$ cat src/rtl/debounce_pkg.sv
package debounce_pkg;

  typedef enum logic {
    LVL_RELEASED = 1'b0,
    LVL_PRESSED  = 1'b1
  } btn_level_e;

  // Idle (released) value of the raw pin for a given polarity.
  function automatic logic idle_pin(input bit active_low);
    return active_low ? 1'b1 : 1'b0;
  endfunction

  // Map a raw pin value to a pressed flag.
  function automatic btn_level_e pin_to_level(input logic pin, input bit active_low);
    return btn_level_e'(pin ^ active_low);
  endfunction

endpackage

$ cat src/rtl/btn_sync.sv
module btn_sync #(
  parameter int  STAGES    = 2,
  parameter logic RESET_VAL = 1'b1
) (
  input  logic clk,
  input  logic rst_n,
  input  logic d,
  output logic q
);
  logic [STAGES-1:0] chain;

  always_ff @(posedge clk or negedge rst_n) begin
    if (!rst_n) chain <= {STAGES{RESET_VAL}};
    else        chain <= {chain[STAGES-2:0], d};
  end

  assign q = chain[STAGES-1];
endmodule

$ cat src/rtl/sample_strobe.sv
module sample_strobe #(
  parameter int DIV = 4
) (
  input  logic clk,
  input  logic rst_n,
  output logic tick
);
  generate
    if (DIV <= 1) begin : g_every
      assign tick = 1'b1;
    end else begin : g_div
      localparam int W = $clog2(DIV);
      localparam logic [W-1:0] LAST = W'(DIV - 1);
      logic [W-1:0] phase;
      always_ff @(posedge clk or negedge rst_n) begin
        if (!rst_n)              phase <= '0;
        else if (phase == LAST)  phase <= '0;
        else                     phase <= phase + 1'b1;
      end
      assign tick = (phase == LAST);
    end
  endgenerate
endmodule

$ cat src/rtl/settle_filter.sv
module settle_filter
  import debounce_pkg::*;
#(
  parameter int SETTLE = 4
) (
  input  logic       clk,
  input  logic       rst_n,
  input  logic       tick,
  input  btn_level_e sampled,
  output btn_level_e level,
  output logic       accept
);
  localparam int CW = (SETTLE > 1) ? $clog2(SETTLE) : 1;
  localparam logic [CW-1:0] LAST = CW'(SETTLE - 1);

  logic [CW-1:0] run;
  logic          differs;

  assign differs = (sampled != level);
  assign accept  = differs && tick && (run == LAST);

  always_ff @(posedge clk or negedge rst_n) begin
    if (!rst_n) begin
      run   <= '0;
      level <= LVL_RELEASED;
    end else begin
      if (!differs || accept) run <= '0;
      else if (tick)          run <= run + 1'b1;
      if (accept) level <= sampled;
    end
  end
endmodule

$ cat src/rtl/press_edge.sv
module press_edge
  import debounce_pkg::*;
(
  input  logic       clk,
  input  logic       rst_n,
  input  logic       accept,
  input  btn_level_e next_level,
  output logic       pulse
);
  always_ff @(posedge clk or negedge rst_n) begin
    if (!rst_n) pulse <= 1'b0;
    else        pulse <= accept && (next_level == LVL_PRESSED);
  end
endmodule

$ cat src/rtl/button_debouncer.sv
module button_debouncer
  import debounce_pkg::*;
#(
  parameter int CLK_FREQ_HZ    = 50_000_000,
  parameter int SAMPLE_HZ      = 1_000,
  parameter int SETTLE_SAMPLES = 50,
  parameter bit ACTIVE_LOW     = 1'b1
) (
  input  logic clk,
  input  logic rst_n,
  input  logic btn_raw,
  output logic btn_level,
  output logic press_pulse
);
  localparam int DIV_CYCLES = (CLK_FREQ_HZ / SAMPLE_HZ < 1) ? 1 : CLK_FREQ_HZ / SAMPLE_HZ;

  logic       pin_sync;
  logic       sample_tick;
  logic       accept;
  btn_level_e sampled;
  btn_level_e level;

  btn_sync #(.STAGES(2), .RESET_VAL(idle_pin(ACTIVE_LOW))) u_sync (
    .clk(clk), .rst_n(rst_n), .d(btn_raw), .q(pin_sync)
  );

  assign sampled = pin_to_level(pin_sync, ACTIVE_LOW);

  sample_strobe #(.DIV(DIV_CYCLES)) u_strobe (
    .clk(clk), .rst_n(rst_n), .tick(sample_tick)
  );

  settle_filter #(.SETTLE(SETTLE_SAMPLES)) u_filter (
    .clk(clk), .rst_n(rst_n), .tick(sample_tick), .sampled(sampled),
    .level(level), .accept(accept)
  );

  press_edge u_edge (
    .clk(clk), .rst_n(rst_n), .accept(accept), .next_level(sampled),
    .pulse(press_pulse)
  );

  assign btn_level = (level == LVL_PRESSED);
endmodule

$ cat config.mk
export PLATFORM = sky130hd
export DESIGN_NAME = button_debouncer
export DESIGN_NICKNAME = d
export VERILOG_FILES = /design/src/rtl/debounce_pkg.sv /design/src/rtl/btn_sync.sv /design/src/rtl/sample_strobe.sv /design/src/rtl/settle_filter.sv /design/src/rtl/press_edge.sv /design/src/rtl/button_debouncer.sv
export SDC_FILE = /design/constraint.sdc
export NUM_CORES = 1
export LEC_CHECK = 0
export BUFFER_PORTS_ARGS = -buffer_cell sky130_fd_sc_hd__buf_4
export CAP_MARGIN = 20
export CORE_ASPECT_RATIO = 1.1
export CORE_UTILIZATION = 53
export CTS_CLUSTER_DIAMETER = 50
export DETAILED_ROUTE_END_ITERATION = 10
export GPL_TIMING_DRIVEN = 1
export PLACE_DENSITY_LB_ADDON = 0.3
export REMOVE_ABC_BUFFERS = 1
export SLEW_MARGIN = 25
export SYNTH_ARGS = -nofsm -noshare
export SYNTH_HDL_FRONTEND = slang
export SYNTH_SLANG_ARGS = --single-unit
$ cat constraint.sdc
create_clock -name clk -period 1.56 [get_ports clk]
set_input_delay 0.234 -clock clk [delete_from_list [all_inputs] [get_ports clk]]
set_output_delay 0.234 -clock clk [all_outputs]
set_load 0.05 [all_outputs]
==> results by group, run 1 <==
Run status
  – Outcome: finished with violations
  – Failing checks: setup timing

Worst hold path
  – Hold Path Class: primary input to async pin

Global route
  – GRT Residual Overflow: 0
  – Largest net degree at the start of global routing: 27
  – Global-route wire length before repair: 3910 um
  – GRT Total Usage: 22.4%
  – Vias in the first global route: 899
  – Antenna violations before repair: 0

Synthesis
  – Syn Area/Cell: 10.7 um^2
  – Register area share after synthesis: 53.2%
  – Share of the synthesized area in the top cell type: 48.9%
  – Synth area leader: dfrtp_1
  – Area contributors post-synth: dfrtp_1, xnor2_1, dfstp_2
  – Synth Area in Adders: 3.06%
  – Ys Warns: 0
  – Seq cells post-synth: 26
  – Xor and xnor area share after synthesis: 8.56%
  – Cells after Synth: 115
  – Main combinational cell family by area after synthesis: simple AND/OR/NAND/NOR gates
  – Mux share of post-synthesis cell area: 2.45%
  – Distinct cells, synth: 30
  – Synth Area in Simple Gates: 23.8%
  – Synth Area in Compound Gates: 7.24%
  – Post-synthesis cell area: 1230 um^2

Place
  – DP Wirelength: 1660 um
  – GPL Wtd Cong: 0.840
  – Cell Area, Placed: 1450 um^2
  – Port Buffers: 4
  – Setup WS pre-CTS: -62.2 ps

Job
  – Max cap viols: 0

Floorplanning
  – Initial Util: 58.9%
  – I/O Pins: 5
  – Die area: 2510 um^2
  – DIE WIDTH: 47.9 um
  – Die Span Y: 52.5 um
  – Core Box Area: 2080 um^2
  – Placement row count: 17

STA
  – Worst-margin pin slew: 454 ps
  – Finish-stage setup viols: 8
  – Layout Skew: 7.99 ps
  – PnR worst setup slack: -71.7 ps
  – Min cycle time layout: 1630 ps
  – FMAX: 613 MHz
  – Final TNS setup: -311 ps
  – Normalized max-slew margin: 69.6%
  – Pins over their slew limit: 0
  – RSZ-0062 raised after global routing: true
  – Final hold violation count: 0
  – Fin crit share: 105%

Clock tree
  – Num Clock Sinks: 26
  – Max Buffers Root-to-Sink: 2
  – Htree depth: 1
  – CTS buffer count: 3
  – Clock Tree Root: clkbuf_4
  – CTS tree: done
  – Worst-Skew Late Latency: 320 ps
  – Clock-pin slew on the worst setup and hold paths: 140 ps

Worst setup path
  – Worst EP arrival: 1830 ps
  – Crit Path Class: flop to flop
  – CP max FO: 6
  – Worst Setup Start Kind: flop
  – CP max-delay cell: dfrtp_1
  – Cell breakdown of the critical path: nor4b_4, nand4_1, buf_4, buf_6, o31ai_4, a31oi_1
  – CP max stage delay: 440 ps
  – Worst EP required: 1760 ps
  – CP endpoint kind: flop
  – R2R Setup Slk: -70 ps

Power
  – Pwr per Cell Area: 652 nW/um^2
  – Total power: 0.00104 W
  – Leakage Power: 0.751 nW
  – Peak VDD IR: 0.662 mV

Drt
  – Via Count: 1003
  – DR pass1 iterations: 4
  – Iteration-0 DRC Markers: 22
  – Vias per cell: 5.63
  – DRC violations left: 0
  – Routed Antenna Nets: 0
  – DR WL/cell: 14.4 um
  – WL final: 2560 um

Layout
  – Ant. Diodes: 0
  – Layout area overhead: 30.3%
  – Fin area: 1600 um^2
  – Share of cells above drive strength 1: 32.7%
  – Fin nets: 157
==> worst paths after layout <==
path	from	endpoint	cells past startpoint
max	u_strobe.g_div.phase[10]$_DFF_PN0_	u_strobe.g_div.phase[9]$_DFF_PN0_	6
min	rst_n	u_filter.run[4]$_DFFE_PN0P_	2
max reg2reg	u_strobe.g_div.phase[10]$_DFF_PN0_	u_strobe.g_div.phase[9]$_DFF_PN0_	6
min reg2reg	u_sync.chain[0]$_DFF_PN1_	u_sync.chain[1]$_DFF_PN1_	0
max in group asynchronous	rst_n	u_sync.chain[1]$_DFF_PN1_	2
min in group clk	u_sync.chain[0]$_DFF_PN1_	u_sync.chain[1]$_DFF_PN1_	0
==> area by class of cell <==
cell class / instances / area, um^2
well taps: 28 / 35.0
fillers: 158 / 485
inverters: 3 / 11.3
multi-input cells: 84 / 607
flip-flops and latches: 26 / 653
clock buffers: 4 / 36.3
repair buffers: 33 / 256
==> per-layer routing <==
layer  global-route usage, %  part of all wire (%)
met1                    29.5                    45
met2                    37.8                    52
met3                    3.10                   1.9
met4                    5.56                  0.66
met5                       0                     0
==> repair_timing <==
item | in CTS | in global routing
buffers inserted | 3 | 2
resized for setup | 0 | 17
hold endpoints to repair | 24 | 1
hold buffers | 1 | 1
pin swaps | 4 | 10
setup endpoints to repair | 7 | 12
cloned | 0 | 0
==> synth_stat cells <==
cell type  number
mux2i_1         3
and4_1          2
and2_2          1
a21oi_1         4
nor4b_1         1
nor2_1         10
a32o_1          2
dfstp_2         2
buf_2           2
nor3_1          4
xnor2_1         7
o21ai_0         3
and4bb_1        2
nand3_1         5
and3_1          4
dfrtp_1        24
or3_1           4
nor4b_2         1
nand2_1        12
nand4_1         4
a31oi_1         1
o21ai_1         1
ha_1            3
o31ai_1         1
o21a_1          1
inv_1           3
nand4b_1        1
xor2_1          5
nor4_1          1
a21boi_0        1
==> critical path: cells and delay by family, from the launching register on <==
family,cells,cell delay [ps]
AOI/OAI and AO/OA,2,150
DFF,1,440
buffers and inverters,2,360
and+or+nand+nor,2,580
==> placed cells by master, fill, tap and decap left out, drive strengths merged, types with 2 or more instances in the layout <==
cell type,n
dfstp,2
nand4,4
dfrtp,24
a21oi,4
nor3,4
nor2,10
xor2,5
buf,31
clkbuf,4
and3,4
and4bb,2
and4,2
nand2,12
nor4b,2
nand3,5
or3,4
xnor2,7
dlygate4sd3,2
mux2i,3
inv,3
a32o,2
o21ai,4
ha,3
==> cells by family (layout without fill, tap and decap cells) <==
family | count (synthesis) | after routing
xor+xnor | 12 | 12
simple gates | 52 | 52
buf+inv | 5 | 40
flops | 26 | 26
fa+ha+maj | 3 | 3
compound gates | 14 | 14
mux | 3 | 3
==> stage by stage <==
step                      instances  hold slack (ps)  utilization, %
after detailed placement        167              154            69.4
after floorplan                 113            -61.6               -
final                           178              349            76.7
after CTS                       175             4.85            72.7
after global placement          167              153            69.4
after global routing            178              368            76.7
==> sequential cells by signal, summed over array words and instances (netlist names) <==
| signal | cells |
|---|---|
| u_strobe.g_div.phase | 16 |
| u_filter.run | 6 |
| u_sync.chain | 2 |
| u_edge.pulse | 1 |
| u_filter.level | 1 |
==> where the power goes <==
part / internal [W] / switching, W
clock: 0.000143 / 0.000194
combinational: 0.00000813 / 0.0000173
sequential: 0.000679 / 0.00000205
total: 0.000829 / 0.000213
(Power assumes the default switching activity.)
==> run 2, diff against run 1 <==
--- a/config.mk
+++ b/config.mk
@@ -12,6 +12,7 @@
 export CTS_CLUSTER_DIAMETER = 50
 export DETAILED_ROUTE_END_ITERATION = 10
 export GPL_TIMING_DRIVEN = 1
+export MAX_ROUTING_LAYER = met4
 export PLACE_DENSITY_LB_ADDON = 0.3
 export REMOVE_ABC_BUFFERS = 1
 export SLEW_MARGIN = 25
==> results by group, run 2 (same netlist as run 1, synthesis figures left out) <==
Power
  – Peak VDD IR: 0.660 mV (was 0.662 mV)
  – Internal power: 0.000829 W (about the same)
  – Clock power share: 32.2% (was 32.3%)
  – Reg power frac: 65.4% (was 65.3%)
  – Sw Share: 20.4% (about the same)
  – Pwr per Cell Area: 652 nW/um^2 (about the same)
  – Logic pwr share: 2.4% (about the same)
  – Sw power: 0.000212 W (was 0.000213 W)
  – Leakage Power: 0.751 nW (unchanged)

Drt
  – Via Count: 1001 (was 1003)
  – WL final: 2560 um (about the same)
  – DR WL/cell: 14.4 um (about the same)
  – DR pass1 iterations: 4 (unchanged)
  – DRC violations left: 0 (unchanged)
  – Routed Antenna Nets: 0 (unchanged)
  – Iteration-0 DRC Markers: 24 (was 22)
  – Vias per cell: 5.62 (was 5.63)

Worst setup path
  – R2R Setup Slk: -70 ps (about the same)
  – CP Launch Point: u_strobe.g_div.phase[10]$_DFF_PN0_ (unchanged)
  – Crit Path Class: flop to flop (unchanged)
  – CP endpoint kind: flop (unchanged)
  – Worst EP required: 1760 ps (about the same)
  – CP max-delay cell: dfrtp_1 (unchanged)
  – Worst Setup Start Kind: flop (unchanged)
  – Worst r2r src: u_strobe.g_div.phase[10]$_DFF_PN0_ (unchanged)
  – Top Family by Delay on Critical Path: simple AND/OR/NAND/NOR gates (unchanged)
  – Worst EP arrival: 1830 ps (about the same)
  – Bufs and invs on worst path: 2 (unchanged)
  – Cell breakdown of the critical path: nor4b_4, nand4_1, buf_4, buf_6, o31ai_4, a31oi_1 (unchanged)
  – CP max stage delay: 440 ps (about the same)
  – CP max FO: 6 (unchanged)

Layout
  – Most frequent cells in the layout: buf_4, dfrtp_1, nand2_1, nor2_1, xnor2_1 (unchanged)
  – Most flop-heavy register: u_strobe.g_div.phase (unchanged)
  – Post-route insts no fill: 178 (unchanged)
  – Share of cells above drive strength 1: 32.7% (unchanged)
  – Ant. Diodes: 0 (unchanged)
  – Fillers: 158 (unchanged)
  – Post-Route Utilization: 76.7% (unchanged)
  – Layout area overhead: 30.3% (unchanged)
  – Fin nets: 157 (unchanged)
  – Multi-input combinational cell area: 607 um^2 (unchanged)
  – Sequential cell area: 653 um^2 (unchanged)
  – Most common cell after layout, fill and taps aside: buf_4 (unchanged)
  – Largest registers: u_strobe.g_div.phase (16), u_filter.run (6), u_sync.chain (2) (unchanged)
  – Max reg flops: 16 (unchanged)

STA
  – Finish-stage setup viols: 8 (unchanged)
  – Pins over their slew limit: 0 (unchanged)
  – Layout Skew: 7.06 ps (was 7.99 ps)
  – Min cycle time layout: 1630 ps (about the same)
  – Normalized max-slew margin: 70.0% (was 69.6%)
  – Final hold violation count: 0 (unchanged)
  – RSZ-0062 raised after global routing: true (unchanged)
  – FMAX: 613 MHz (about the same)
  – PnR worst setup slack: -72.1 ps (was -71.7 ps)
  – Worst-margin pin slew: 449 ps (was 454 ps)
  – Fin crit share: 105% (about the same)

Global route
  – Global-route wire length before repair: 3910 um (unchanged)
  – Vias in the first global route: 899 (unchanged)
  – GRT Total Usage: 23.0% (was 22.4%)
  – Largest net degree at the start of global routing: 27 (unchanged)
  – GRT Residual Overflow: 0 (unchanged)
  – Antenna violations before repair: 0 (unchanged)

Clock tree
  – Worst-Skew Late Latency: 310 ps (was 320 ps)
  – Clock Tree Root: clkbuf_4 (unchanged)
  – CTS buffer count: 3 (unchanged)
  – Htree depth: 1 (unchanged)
  – CTS tree: done (unchanged)
  – Max Buffers Root-to-Sink: 2 (unchanged)
  – Clock-pin slew on the worst setup and hold paths: 140 ps (about the same)
  – Num Clock Sinks: 26 (unchanged)

Job
  – Max cap viols: 0 (unchanged)

Place
  – DP Wirelength: 1660 um (unchanged)
  – GPL Wtd Cong: 0.853 (was 0.840)
  – Port Buffers: 4 (unchanged)
  – Post-placement cell count: 167 (unchanged)
  – Setup WS pre-CTS: -62.2 ps (unchanged)

Run status
  – Outcome: finished with violations (unchanged)
  – Failing checks: setup timing (unchanged)

Worst hold path
  – Hold Path Class: primary input to async pin (unchanged)

Floorplanning
  – I/O Pins: 5 (unchanged)
  – DIE WIDTH: 47.9 um (unchanged)
  – Die area: 2510 um^2 (unchanged)
  – Initial Util: 58.9% (unchanged)
  – Die Span Y: 52.5 um (unchanged)
  – Core Box Area: 2080 um^2 (unchanged)
  – Placement row count: 17 (unchanged)
[run 2: metrics by stage]
stage | cell area [um^2] | total power, W | TNS, ps | hold slack [ps]
2_1_floorplan | 1220 | 0.000697 | -178 | -61.6
3_3_place_gp | 1450 | 0.000714 | -73.0 | 153
3_5_place_dp | 1450 | 0.000715 | -223 | 154
4_1_cts | 1520 | 0.00105 | -120 | 4.85
5_1_grt | 1600 | 0.00108 | -871 | 368
6_report | 1600 | 0.00104 | -317 | 351
[run 2: path summary, 6_finish.rpt]
kind,end,cells past startpoint
max,u_strobe.g_div.phase[9]$_DFF_PN0_,6
min reg2reg,u_sync.chain[1]$_DFF_PN1_,0
min,u_filter.run[4]$_DFFE_PN0P_,2
max in group asynchronous,u_sync.chain[1]$_DFF_PN1_,2
max reg2reg,u_strobe.g_div.phase[9]$_DFF_PN0_,6
min in group clk,u_sync.chain[1]$_DFF_PN1_,0
[run 2: cell type report]
| type | instances | share of cell area (%) |
|---|---|---|
| timing repair buffer | 33 | 16.0 |
| sequential | 26 | 40.8 |
| inverter | 3 | 0.704 |
| clock buffer | 4 | 2.27 |
| tap | 28 | 2.19 |
| multi-input combinational | 84 | 38.0 |
[run 2: worst reg2reg max path: cells and delay by family (launching register included)]
kind	cells	cell delay [ps]
AO/OA/AOI/OAI	2	150
buffers and inverters	2	360
flip-flops	1	440
AND/OR/NAND/NOR	2	580
[run 2: power groups by stage]
stage               combinational [W]  clock [W]  sequential, W
floorplan                  0.00000366          0       0.000693
CTS                         0.0000234   0.000342       0.000681
finish                      0.0000254   0.000336       0.000681
global route                0.0000288   0.000371       0.000682
detailed placement          0.0000213          0       0.000693
global placement            0.0000211          0       0.000693
[run 2: metal layers]
metal	share of wire, %	vias up	global-route usage [%]
met3	2.2	2	3.10
met5	0	-	-
li1	-	483	-
met4	0.66	0	5.56
met2	51	11	37.8
met1	46	505	29.5
[run 2: repair_timing]
item,CTS,global route
resized for setup,0,17
hold endpoints to repair,24,1
buffers inserted,3,2
endpoints found under the setup margin,7,12
pin swaps,4,10
hold buffers,1,1
